File: config.mk
export PLATFORM = sky130hd
export DESIGN_NAME = stc_regblock
export DESIGN_NICKNAME = d
export VERILOG_FILES = /design/src/rtl/stc_pkg.sv /design/src/rtl/stc_decode.sv /design/src/rtl/stc_cfg_regs.sv /design/src/rtl/stc_coef_loader.sv /design/src/rtl/stc_regblock.sv
export SDC_FILE = /design/constraint.sdc
export NUM_CORES = 1
export LEC_CHECK = 0
export ABC_AREA = 1
export BUFFER_PORTS_ARGS = -buffer_cell sky130_fd_sc_hd__buf_2
export CAP_MARGIN = 30
export CORE_MARGIN = 10
export CORE_UTILIZATION = 36
export DETAILED_ROUTE_END_ITERATION = 7
export PLACE_DENSITY = 0.65
export SYNTH_ARGS = -nofsm -noshare
export SYNTH_HDL_FRONTEND = slang
export SYNTH_SLANG_ARGS = --single-unit
File: constraint.sdc
create_clock -name clk -period 2.99 [get_ports clk]
set_input_delay 0.4485 -clock clk [delete_from_list [all_inputs] [get_ports clk]]
set_output_delay 0.4485 -clock clk [all_outputs]
set_load 0.03 [all_outputs]
File: src/rtl/stc_pkg.sv
package stc_pkg;

   // byte offsets decoded by the block
   localparam int unsigned OFS_REV   = 'h00;
   localparam int unsigned OFS_SYS   = 'h10;
   localparam int unsigned OFS_IRQS  = 'h18;
   localparam int unsigned OFS_IRQE  = 'h1C;
   localparam int unsigned OFS_GAIN  = 'h24;
   localparam int unsigned OFS_COEF  = 'h28;
   localparam int unsigned OFS_CTRL  = 'h2C;

   // control register bit positions
   localparam int unsigned CTL_ST_EN = 0;
   localparam int unsigned CTL_WEN   = 1;
   localparam int unsigned CTL_DONE  = 2;

   // system register bit positions
   localparam int unsigned SYS_AUTOIDLE = 0;

   typedef struct packed {
      logic rev;
      logic sys;
      logic irqs;
      logic irqe;
      logic gain;
      logic coef;
      logic ctrl;
   } stc_sel_t;

endpackage

File: src/rtl/stc_decode.sv
module stc_decode
   import stc_pkg::*;
#(
   parameter int unsigned ADDR_W = 8
) (
   input  logic [ADDR_W-1:0] addr,
   output stc_sel_t          sel
);

   generate
      if (ADDR_W < 6) begin : g_bad_addr
         $error("stc_decode: ADDR_W must be at least 6");
      end
   endgenerate

   always_comb begin
      sel      = '0;
      sel.rev  = (addr == ADDR_W'(OFS_REV));
      sel.sys  = (addr == ADDR_W'(OFS_SYS));
      sel.irqs = (addr == ADDR_W'(OFS_IRQS));
      sel.irqe = (addr == ADDR_W'(OFS_IRQE));
      sel.gain = (addr == ADDR_W'(OFS_GAIN));
      sel.coef = (addr == ADDR_W'(OFS_COEF));
      sel.ctrl = (addr == ADDR_W'(OFS_CTRL));
   end

endmodule

File: src/rtl/stc_cfg_regs.sv
module stc_cfg_regs
   import stc_pkg::*;
#(
   parameter int unsigned DATA_W = 32,
   parameter int unsigned GAIN_W = 16
) (
   input  logic              clk,
   input  logic              rst_n,
   input  logic              bus_we,
   input  stc_sel_t          sel,
   input  logic [DATA_W-1:0] wdata,
   output logic              st_en,
   output logic              wen,
   output logic              auto_idle,
   output logic [GAIN_W-1:0] gain0,
   output logic [GAIN_W-1:0] gain1,
   output logic [DATA_W-1:0] irq_stat,
   output logic [DATA_W-1:0] irq_en,
   output logic              load_start
);

   generate
      if (DATA_W < 2 * GAIN_W) begin : g_bad_gain
         $error("stc_cfg_regs: two gains must fit in one word");
      end
   endgenerate

   logic wr_ctrl;
   assign wr_ctrl    = bus_we && sel.ctrl;
   // a 0-to-1 change of the load enable starts a new table load
   assign load_start = wr_ctrl && wdata[CTL_WEN] && !wen;

   always_ff @(posedge clk or negedge rst_n) begin
      if (!rst_n) begin
         st_en     <= 1'b0;
         wen       <= 1'b0;
         auto_idle <= 1'b0;
         gain0     <= '0;
         gain1     <= '0;
         irq_stat  <= '0;
         irq_en    <= '0;
      end else if (bus_we) begin
         if (sel.ctrl) begin
            st_en <= wdata[CTL_ST_EN];
            wen   <= wdata[CTL_WEN];
         end
         if (sel.sys)  auto_idle <= wdata[SYS_AUTOIDLE];
         if (sel.gain) begin
            gain0 <= wdata[GAIN_W-1:0];
            gain1 <= wdata[2*GAIN_W-1:GAIN_W];
         end
         if (sel.irqs) irq_stat <= wdata;
         if (sel.irqe) irq_en   <= wdata;
      end
   end

   AST_START_SETS_WEN: assert property (@(posedge clk) disable iff (!rst_n)
      load_start |=> wen);

endmodule

File: src/rtl/stc_coef_loader.sv
module stc_coef_loader #(
   parameter int unsigned DEPTH   = 128,
   parameter int unsigned COEF_W  = 16,
   parameter bit          OUT_REG = 1'b1,
   localparam int unsigned IDX_W  = $clog2(DEPTH),
   localparam int unsigned CNT_W  = IDX_W + 1
) (
   input  logic              clk,
   input  logic              rst_n,
   input  logic              load_start,
   input  logic              wen,
   input  logic              wr_strobe,
   input  logic [COEF_W-1:0] wdata,
   output logic              coef_we,
   output logic [IDX_W-1:0]  coef_addr,
   output logic [COEF_W-1:0] coef_data,
   output logic              done
);

   generate
      if (DEPTH < 2 || (DEPTH & (DEPTH - 1)) != 0) begin : g_bad_depth
         $error("stc_coef_loader: DEPTH must be a power of two >= 2");
      end
   endgenerate

   logic [CNT_W-1:0] cnt;
   logic             accept;

   assign done   = (cnt == CNT_W'(DEPTH));
   assign accept = wr_strobe && wen && !done;

   always_ff @(posedge clk or negedge rst_n) begin
      if (!rst_n)          cnt <= '0;
      else if (load_start) cnt <= '0;
      else if (accept)     cnt <= cnt + 1'b1;
   end

   generate
      if (OUT_REG) begin : g_out_reg
         always_ff @(posedge clk or negedge rst_n) begin
            if (!rst_n) begin
               coef_we   <= 1'b0;
               coef_addr <= '0;
               coef_data <= '0;
            end else begin
               coef_we <= accept;
               if (accept) begin
                  coef_addr <= cnt[IDX_W-1:0];
                  coef_data <= wdata;
               end
            end
         end
      end else begin : g_out_comb
         assign coef_we   = accept;
         assign coef_addr = cnt[IDX_W-1:0];
         assign coef_data = wdata;
      end
   endgenerate

   AST_IDX_BOUND: assert property (@(posedge clk) disable iff (!rst_n)
      cnt <= CNT_W'(DEPTH));
   AST_RESTART_REWINDS: assert property (@(posedge clk) disable iff (!rst_n)
      load_start |=> (cnt == '0 && !done));
   AST_DONE_STICKY: assert property (@(posedge clk) disable iff (!rst_n)
      (done && !load_start) |=> done);
   AST_IGNORED_HOLDS: assert property (@(posedge clk) disable iff (!rst_n)
      (wr_strobe && (!wen || done)) |=> $stable(cnt));

endmodule

File: src/rtl/stc_regblock.sv
module stc_regblock
   import stc_pkg::*;
#(
   parameter int unsigned ADDR_W    = 8,
   parameter int unsigned DATA_W    = 32,
   parameter int unsigned GAIN_W    = 16,
   parameter int unsigned COEF_W    = 16,
   parameter int unsigned DEPTH     = 128,
   parameter bit          OUT_REG   = 1'b1,
   parameter logic [31:0] REV_VALUE = 32'h0000_0031,
   localparam int unsigned IDX_W    = $clog2(DEPTH)
) (
   input  logic              clk,
   input  logic              rst_n,
   input  logic [ADDR_W-1:0] bus_addr,
   input  logic              bus_we,
   input  logic [DATA_W-1:0] bus_wdata,
   output logic [DATA_W-1:0] bus_rdata,
   output logic              coef_we,
   output logic [IDX_W-1:0]  coef_addr,
   output logic [COEF_W-1:0] coef_data,
   output logic              load_done,
   output logic              st_enable,
   output logic [GAIN_W-1:0] ch0_gain,
   output logic [GAIN_W-1:0] ch1_gain,
   output logic              idle_req
);

   generate
      if (COEF_W > DATA_W || DATA_W < 3) begin : g_bad_width
         $error("stc_regblock: data word too narrow");
      end
   endgenerate

   stc_sel_t          sel;
   logic              wen, auto_idle, load_start;
   logic [DATA_W-1:0] irq_stat, irq_en;

   stc_decode #(.ADDR_W(ADDR_W)) u_dec (
      .addr (bus_addr),
      .sel  (sel)
   );

   stc_cfg_regs #(.DATA_W(DATA_W), .GAIN_W(GAIN_W)) u_cfg (
      .clk        (clk),
      .rst_n      (rst_n),
      .bus_we     (bus_we),
      .sel        (sel),
      .wdata      (bus_wdata),
      .st_en      (st_enable),
      .wen        (wen),
      .auto_idle  (auto_idle),
      .gain0      (ch0_gain),
      .gain1      (ch1_gain),
      .irq_stat   (irq_stat),
      .irq_en     (irq_en),
      .load_start (load_start)
   );

   stc_coef_loader #(.DEPTH(DEPTH), .COEF_W(COEF_W), .OUT_REG(OUT_REG)) u_ld (
      .clk        (clk),
      .rst_n      (rst_n),
      .load_start (load_start),
      .wen        (wen),
      .wr_strobe  (bus_we && sel.coef),
      .wdata      (bus_wdata[COEF_W-1:0]),
      .coef_we    (coef_we),
      .coef_addr  (coef_addr),
      .coef_data  (coef_data),
      .done       (load_done)
   );

   assign idle_req = auto_idle && !st_enable;

   always_comb begin
      bus_rdata = '0;
      unique case (1'b1)
         sel.rev:  bus_rdata = DATA_W'(REV_VALUE);
         sel.sys:  bus_rdata[SYS_AUTOIDLE] = auto_idle;
         sel.irqs: bus_rdata = irq_stat;
         sel.irqe: bus_rdata = irq_en;
         sel.gain: bus_rdata[2*GAIN_W-1:0] = {ch1_gain, ch0_gain};
         sel.ctrl: begin
            bus_rdata[CTL_ST_EN] = st_enable;
            bus_rdata[CTL_WEN]   = wen;
            bus_rdata[CTL_DONE]  = load_done;
         end
         default:  bus_rdata = '0;
      endcase
   end

   AST_NO_IDLE_WHILE_ON: assert property (@(posedge clk) disable iff (!rst_n)
      st_enable |-> !idle_req);
   AST_STROBE_NEEDS_WEN: assert property (@(posedge clk) disable iff (!rst_n)
      (coef_we && OUT_REG) |-> $past(wen));

endmodule

==> run metrics, run 1 <==
dpl cell area 0.00677 mm²; Longest Clk Path Bufs 2; Buffers on Ports 133; Worst-path clk slew 0.06 ns; pin count of the biggest net entering global routing 67; IO Count 134; Initial DRT Pass Iterations 5; met3 usage 0.0498; met1 Resource Use GR 0.194; initial antenna violation count 1; Logic pwr share 0.074; share of layout cells above drive strength 1 0.234; WP buf/inv 4; Critical Path Slowest Stage Cell dfrtp_1; most frequent cell on the critical path inv_1; slew margin rel. 0.435; CP Class reg2out; Flop pwr share 0.428; Die ar. 0.0219 mm²; Internal Pwr Total 3.41 mW; CP arrival 2.13 ns; gr ovfl total 0; global-route wire length before repair 26.5 mm; Initial Util 0.369; Final Cycle Share 0.863; leakage power figure 3.87 nW; status finished clean; GR Layer Usage met2 0.235; register area share after synthesis 0.556; synth cell count leaders 221 x nand2_1, 131 x dfrtp_1, 86 x inv_1, 71 x o21ai_1, 47 x o21ai_0; max-cap viol count 0; via count 4,957; Yosys reg bits 131; critical path required time 2.54 ns; clk_skew 0.00893 ns; drt wl/cell 15.4 µm; setup TNS 0 ns; post-DR vias/cell 4.71; Final Hold Viols 0; hpwl dp 11.4 mm; Post-synth EDFFs 0; FP Rows 46; Setup crit start kind register; CTS tree built; total chip power 4.45 mW; Mapped Nets 741; yosys warns 0; crit-path max FO 15; Worst path top cell family by delay buffers and inverters; count leader, synth nand2_1; CTS Sinks 131; dominant cells by area after synthesis dfrtp_1 56%, nand2_1 14%, o21ai_1 6.0%, inv_1 5.5%, o21ai_0 4.0%; post-route insts no fill 1,053; Antenna diodes 0; Net Switching 1.03 mW; drt first-iter violations 266; # DRC 0; GPL Wtd Cong 0.843; RSZ-0062 raised after global routing false; layer carrying the most global-route usage met2; crit path capture type output pin; Hold Crit Class in2async; DRT Wirelength 16.2 mm; worst skew pair latency 0.41 ns; Async SR Flop Fraction 1.00; Synth Cell Area 0.00590 mm²; H-tree Lvls 4; area grow syn2layout 25.6%; # setup viols final 0; Worst-Margin Slew 0.844 ns; clock share of power 0.499; Final ANT Viol Nets 0; CP cell instances inv_1 -> ha_1 -> inv_1 -> nor2_1 -> nand2_1 -> inv_1 -> nand2_1 -> nand4_1 -> buf_2; maximum clock frequency 387 MHz; max incr delay on CP 0.39 ns; PwrDens 600 mW/mm²; Synth top area share 0.556; total track usage 0.152; DIE HEIGHT 148 µm; CTS Root Cell clkbuf_16; Netlist cell types 26; Main synth FF type dfrtp_1; Mapped Avg Cell Area 8.48 µm²; Yosys top cell by area dfrtp_1; sw frac 0.232; dpl cells 1,021; fill count 1,664; Synth Instances 696; Die W 148 µm; cts hold-fix bufs 0; core area 0.0160 mm²; number of global-route vias before repair 5,006; total CTS buffers 17; post-CTS setup buffers 0; minimum clock period 2.58 ns; maximum vdd drop 0.000390 V; nets 869; PostCTS Resize Cnt 0; post-route cell area 0.00741 mm²; fin. max-slew vios 0
[layer usage]
layer / up-vias / part of all wire
li1: 2482 / -
met2: 111 / 0.46
met1: 2345 / 0.47
met3: 17 / 0.061
met4: 2 / 0.012
met5: - / 0.00043
[sequential cells by signal (all words and copies together) (netlist names)]
signal           count
u_cfg.irq_en        32
u_cfg.irq_stat      32
u_cfg.gain0         16
u_cfg.gain1         16
u_ld.coef_data      16
u_ld.cnt             8
u_ld.coef_addr       7
u_cfg.auto_idle      1
u_cfg.st_en          1
u_cfg.wen            1
u_ld.coef_we         1
[power by group through the flow]
stage | Sequential [mW] | Clock (mW) | Combinational, mW
6_report | 1.90 | 2.22 | 0.327
2_1_floorplan | 1.99 | 0 | 0.114
4_1_cts | 1.90 | 2.28 | 0.335
3_5_place_dp | 1.93 | 0 | 0.334
3_3_place_gp | 1.93 | 0 | 0.329
5_1_grt | 1.91 | 2.35 | 0.370
[layout by cell type (no fill, tap or decap), drive strengths merged]
| cell type | instances |
|---|---|
| dfrtp | 131 |
| o2111ai | 1 |
| o211ai | 27 |
| ha | 2 |
| nand3 | 23 |
| nor3 | 3 |
| clkinvlp | 2 |
| nand2 | 225 |
| clkbuf | 24 |
| clkinv | 3 |
| nor2 | 27 |
| o21ai | 121 |
| nand4 | 11 |
| nand3b | 1 |
| bufinv | 3 |
| buf | 143 |
| inv | 90 |
[area by class of cell]
cell class              instances  area [µm²]  share of cell area
well taps                     216         270              0.0365
clock inverters                 8         120              0.0162
repair buffers                143         797               0.108
multi-input cells             441        2080               0.281
clock buffers                  24         522              0.0704
inverters                      90         338              0.0456
flip-flops and latches        131        3280               0.442
[worst reg2reg max path: stages, from the launching register on]
cell     delay [ns]
dfrtp_1        0.39
inv_1          0.11
ha_1           0.15
inv_1          0.04
nor2_1         0.09
nand2_1        0.29
nand2_2        0.50
buf_12         0.24
nand2_1        0.08
o21ai_1        0.08
[cells by family (layout without fill, tap and decap cells)]
kind of cell / Yosys count / count (layout) / share of synthesized area
compound gates: 149 / 149 / 0.140
fa+ha+maj: 2 / 2 / 0.00424
flops: 131 / 131 / 0.556
simple gates: 290 / 290 / 0.208
buf+inv: 124 / 265 / 0.0914
[path summary, 6_finish.rpt]
path / from / endpoint / slack [ns] / cells after the start
max in group asynchronous: rst_n / u_cfg.gain1[4] / 2.23 / 2
worst min-delay path: rst_n / u_ld.cnt[4] / 0.01 / 1
min in group clk: bus_wdata[14] / u_cfg.gain0[14] / 0.25 / 3
worst min register to register: u_ld.coef_addr[0] / u_ld.coef_addr[0] / 0.47 / 2
worst max register to register: u_ld.cnt[1] / u_ld.coef_data[7] / 0.94 / 9
worst max-delay path: u_ld.cnt[1] / bus_rdata[2] / 0.41 / 9
[stage by stage]
| stage | utilization | hold slack [ns] | setup WS [ns] |
|---|---|---|---|
| 2_1_floorplan | - | 0.153 | 0.924 |
| 3_3_place_gp | 0.423 | 0.452 | 0.463 |
| 3_5_place_dp | 0.423 | 0.462 | 0.422 |
| 4_1_cts | 0.463 | 0.0455 | 0.412 |
| 5_1_grt | 0.463 | 0.0529 | 0.235 |
| 6_report | 0.463 | 0.0146 | 0.408 |
No activity file was read; power rests on OpenSTA's default activity.
==> run 2, diff against run 1 <==
- CTS_BUF_LIST: unset -> sky130_fd_sc_hd__clkbuf_4
- clock period: 2.99 -> 2.5 ns (I/O delays scaled with it)
==> run metrics, run 2 (synthesis gave the netlist of run 1 again) <==
status finished clean; Final Cycle Share 0.914; dpl cell area 0.00682 mm² (+0.78%); Die W 148 µm (unchanged); core area 0.0160 mm² (unchanged); CP arrival 1.91 ns (-0.22 ns); CP Class reg2out; critical path required time 2.12 ns (-0.42 ns); CTS Root Cell clkbuf_4; setup TNS 0 ns (unchanged); Longest Clk Path Bufs 2 (unchanged); commonest non-fill, non-tap cell in the layout nand2_1; Worst-Margin Slew 0.581 ns (-0.263 ns); Logic pwr share 0.093 (+0.019); # DRC 0 (unchanged); CTS Sinks 131 (unchanged); Final Hold Viols 0 (unchanged); # setup viols final 0 (unchanged); nets 883 (+1.6%); Setup crit start kind register; GPL Wtd Cong 0.818 (-3.1%); sw frac 0.265 (+0.0326); share of layout cells above drive strength 1 0.239 (+0.00437); maximum vdd drop 0.000304 V (-22%); Worst-path clk slew 0.11 ns (+0.05 ns); total track usage 0.154 (+0.00269); crit-path max FO 5 (-10); leakage power figure 3.78 nW (-2.4%); global-route wire length before repair 27.1 mm (+2.1%); RSZ-0062 raised after global routing false; CP cell instances inv_1 -> ha_1 -> inv_1 -> nor2_1 -> nand2_1 -> inv_1 -> nand2_1 -> nand4_1 -> clkbuf_4; post-DR vias/cell 4.67 (-0.81%); Net Switching 1.16 mW (+12%); drt first-iter violations 264 (-0.75%); number of global-route vias before repair 5,124 (+2.4%); fill count 1,667 (+0.18%); highest-count cells in the layout ignoring fill and taps 221 x nand2_1, 131 x buf_2, 131 x dfrtp_1; clk_skew 0.0175 ns (+0.00856 ns); area grow syn2layout 22.6%; H-tree Lvls 4 (unchanged); DIE HEIGHT 148 µm (unchanged); IO Count 134 (unchanged); Initial DRT Pass Iterations 4 (-1); max-cap viol count 0 (unchanged); via count 4,987 (+0.61%); FP Rows 46 (unchanged); max incr delay on CP 0.45 ns (+0.06 ns); crit path capture type output pin; drt wl/cell 15.4 µm (+0.18%); Buffers on Ports 133 (unchanged); Flop pwr share 0.518 (+0.090); Final ANT Viol Nets 0 (unchanged); DRT Wirelength 16.4 mm (+1.6%); Die ar. 0.0219 mm² (unchanged); hpwl dp 11.8 mm (+3.4%); CTS tree built; Critical Path Slowest Stage Cell dfrtp_1; minimum clock period 2.29 ns; Hold Crit Class in2reg; worst skew pair latency 0.54 ns (+0.13 ns); most frequent cell on the critical path inv_1; Initial Util 0.369 (unchanged); PwrDens 605 mW/mm² (+0.90%); pin count of the biggest net entering global routing 59 (-12%); initial antenna violation count 3 (+2); total CTS buffers 17 (unchanged); clock share of power 0.389 (-0.110); gr ovfl total 0 (unchanged); slew margin rel. 0.612 (+0.177); post-route cell area 0.00724 mm² (-2.3%); Regs by FF count u_cfg.irq_en (32), u_cfg.irq_stat (32); fin. max-slew vios 0 (unchanged); maximum clock frequency 437 MHz; Internal Pwr Total 3.22 mW (-5.6%)
==> run 2: cell types whose count changed in the layout (fill, tap and decap cells not counted), moves of 2 or more <==
cell           before  now
bufinv_16           3    5
dlygate4sd3_1       0    7
clkbuf_8            7    0
buf_4               6   13
clkinv_4            0    2
clkbuf_16          17    0
clkbuf_4            0   18
==> run 2: worst paths after layout <==
kind,to,from,cells after the start,slack (ns)
setup / recovery,bus_rdata[2],u_ld.cnt[0],9,0.21
hold / removal,u_cfg.gain0[13],bus_wdata[13],3,0.05
setup reg to reg,u_ld.cnt[0],u_ld.cnt[0],11,0.81
hold reg to reg,u_ld.coef_addr[0],u_ld.coef_addr[0],2,0.48
max in group asynchronous,u_cfg.irq_en[20],rst_n,3,1.45
min in group asynchronous,u_ld.coef_addr[5],rst_n,2,0.36
==> run 2: metrics by stage <==
| stage | hold slack, ns | total power [mW] | utilization | setup slack (ns) | std cells |
|---|---|---|---|---|---|
| after CTS | 0.000401 | 4.45 | 0.452 | 0.115 | 1067 |
| after floorplan | 0.0794 | 2.52 | - | 0.508 | 696 |
| after global routing | 0.000225 | 4.59 | 0.452 | 0.0128 | 1068 |
| final | 0.0543 | 4.38 | 0.452 | 0.214 | 1068 |
| after detailed placement | 0.396 | 2.72 | 0.426 | 0.437 | 1028 |
| after global placement | 0.389 | 2.71 | 0.426 | 0.463 | 1028 |
==> run 2: routing by layer <==
metal  GRT usage  vias up  routed length, µm
li1            -     2527                  -
met1       0.196     2323               7710
met2       0.247      118               7630
met3      0.0479       15                918
met4      0.0466        4                145
met5           0        -                 21
==> run 2: area by class of cell <==
class	count	area, µm²	share of cell area
Clock buffer	17	128	0.0176
Timing Repair Buffer	157	922	0.127
Tap cell	216	270	0.0374
Antenna cell	1	2.50	0.000346
Clock inverter	15	214	0.0296
Multi-Input combinational cell	441	2080	0.288
Sequential cell	131	3280	0.453
Inverter	90	338	0.0467
==> run 2: power by group through the flow <==
stage                     Sequential, mW  Combinational (mW)  Clock [mW]
after CTS                           2.27               0.414        1.76
after detailed placement            2.31               0.404           0
after global placement              2.31               0.398           0
after floorplan                     2.39               0.136           0
final                               2.27               0.405        1.70
after global routing                2.28               0.457        1.85
==> run 2: worst max-delay path: cells and delay by family (launching register included) <==
kind / cells / cell delay, ns
adders and majority gates: 1 / 0.14
buffers and inverters: 4 / 0.44
DFF: 1 / 0.45
and+or+nand+nor: 4 / 0.36
==> run 2: what timing repair did <==
item,4_1_cts,5_1_grt
hold buffers,7,0
setup buffers,0,0
hold endpoints to repair,61,0
setup endpoints to repair,0,1
gates resized for setup,0,2
==> run 3, diff against run 2 <==
- PLACE_DENSITY: 0.65 -> 0.68
==> run metrics, run 3 (synthesis gave the netlist of run 1 again) <==
nets 889 (+0.68%); total CTS buffers 17 (unchanged); Buffers on Ports 133 (unchanged); drt first-iter violations 205 (-22%); fill count 1,667 (unchanged); pin count of the biggest net entering global routing 63 (+6.8%); Regs by FF count u_cfg.irq_en (32), u_cfg.irq_stat (32); fin. max-slew vios 0 (unchanged); via count 5,091 (+2.1%); commonest non-fill, non-tap cell in the layout nand2_1; clk_skew 0.0129 ns (-0.00458 ns); Die W 148 µm (unchanged); CTS Root Cell clkbuf_4; maximum clock frequency 428 MHz (-2.2%); drt wl/cell 15.2 µm (-0.98%); dpl cells 1,026 (-0.19%); Layout Utilization 0.456 (+0.00414); hpwl dp 11.8 mm (-0.70%); minimum clock period 2.34 ns (+0.0508 ns); crit-path max FO 6 (+1); share of layout cells above drive strength 1 0.239 (+0.000664); critical hold path startpoint bus_wdata[9]; worst skew pair latency 0.54 ns (about the same); CTS tree built; total chip power 4.38 mW (about the same); total track usage 0.152 (-0.00278); leakage power figure 3.83 nW (+1.2%); Initial Util 0.369 (unchanged); Flop pwr share 0.518 (about the same); Net Switching 1.15 mW (-0.58%); H-tree Lvls 4 (unchanged); GPL Wtd Cong 0.845 (+3.3%); CP arrival 1.96 ns (+0.05 ns); FP Rows 46 (unchanged); Initial DRT Pass Iterations 4 (unchanged); Hold Crit Class in2reg; core area 0.0160 mm² (unchanged); DIE HEIGHT 148 µm (unchanged); gr ovfl total 0 (unchanged); Die ar. 0.0219 mm² (unchanged); Final ANT Viol Nets 0 (unchanged); # setup viols final 0 (unchanged); initial antenna violation count 2 (-1); clock share of power 0.388 (about the same); number of global-route vias before repair 5,089 (-0.68%); DRT Wirelength 16.4 mm (-0.43%); Logic pwr share 0.094 (about the same); Longest Clk Path Bufs 2 (unchanged); # DRC 0 (unchanged); critical register-to-register path startpoint u_ld.cnt[1]; global-route wire length before repair 26.6 mm (-1.5%); Worst-path clk slew 0.11 ns (about the same); CTS Sinks 131 (unchanged); critical path required time 2.12 ns (about the same); area grow syn2layout 23.7%; max-cap viol count 0 (unchanged); PwrDens 600 mW/mm² (-0.91%); CP Class reg2out; highest-count cells in the layout ignoring fill and taps 220 x nand2_1, 132 x buf_2, 131 x dfrtp_1; Final Cycle Share 0.935 (+0.0203); post-DR vias/cell 4.74 (+1.5%); maximum vdd drop 0.000313 V (+2.9%); sw frac 0.263 (-0.00152); crit path capture type output pin; IO Count 134 (unchanged); Final Hold Viols 0 (unchanged); WHS 0.0600 ns (+0.00569 ns); status finished clean; slew margin rel. 0.687 (+0.0750); Setup crit start u_ld.cnt[1]; post-route insts no fill 1,074 (+0.56%); Internal Pwr Total 3.23 mW (+0.20%); Setup crit start kind register; Worst-Margin Slew 0.469 ns (-0.112 ns)
-- run 3: path summary, 6_finish.rpt --
check	end	slack, ns	depth (start not counted)
min reg2reg	u_ld.coef_addr[0]	0.48	2
min	u_cfg.gain0[9]	0.06	3
min in group asynchronous	u_ld.coef_addr[4]	0.32	2
max reg2reg	u_ld.coef_data[10]	0.62	10
max in group asynchronous	u_cfg.gain0[15]	1.47	3
max	bus_rdata[2]	0.16	9
-- run 3: routing by layer --
layer / vias to the layer above / wire length, µm / share of wire / track usage
met2: 145 / 7580 / 0.46 / 0.239
met4: 2 / 295 / 0.018 / 0.0570
met3: 25 / 935 / 0.057 / 0.0424
met5: - / 7 / 0.00043 / 0
met1: 2397 / 7530 / 0.46 / 0.194
li1: 2522 / - / - / -
-- run 3: critical path, stage by stage (launching register included) --
cell     delay (ns)
dfrtp_1        0.42
inv_1          0.12
ha_1           0.17
inv_1          0.04
nor2_1         0.12
nand2_2        0.11
inv_1          0.11
nand2_1        0.06
nand4_1        0.09
buf_2          0.22
-- run 3: final cells by class --
class | instances | area (µm²) | area share
Antenna cell | 1 | 2.50 | 0.000343
Multi-Input combinational cell | 441 | 2090 | 0.286
Inverter | 90 | 338 | 0.0463
Timing Repair Buffer | 163 | 987 | 0.135
Sequential cell | 131 | 3280 | 0.449
Clock buffer | 17 | 128 | 0.0175
Clock inverter | 15 | 213 | 0.0291
Tap cell | 216 | 270 | 0.0370
-- run 3: what timing repair did --
| item | CTS | global route |
|---|---|---|
| endpoints found under the setup margin | 1 | 1 |
| gates resized for setup | 1 | 0 |
| gates cloned | 0 | 0 |
| hold buffers | 11 | 0 |
| pin swaps | 0 | 1 |
| buffers inserted | 0 | 4 |
| endpoints found under the hold margin | 55 | 0 |
-- run 3: power groups by stage --
stage / sequential (mW) / clock [mW] / combinational, mW
global placement: 2.31 / 0 / 0.400
CTS: 2.27 / 1.75 / 0.421
floorplan: 2.39 / 0 / 0.136
detailed placement: 2.31 / 0 / 0.407
global route: 2.28 / 1.83 / 0.465
finish: 2.27 / 1.70 / 0.412
-- run 3: through the flow --
stage | TNS (ns) | worst slack (ns) | cell area [µm²]
after detailed placement | 0 | 0.377 | 6820
after global placement | 0 | 0.394 | 6820
after floorplan | 0 | 0.508 | 5900
after global routing | -0.00166 | -0.00166 | 7300
final | 0 | 0.163 | 7300
after CTS | 0 | 0.00500 | 7270
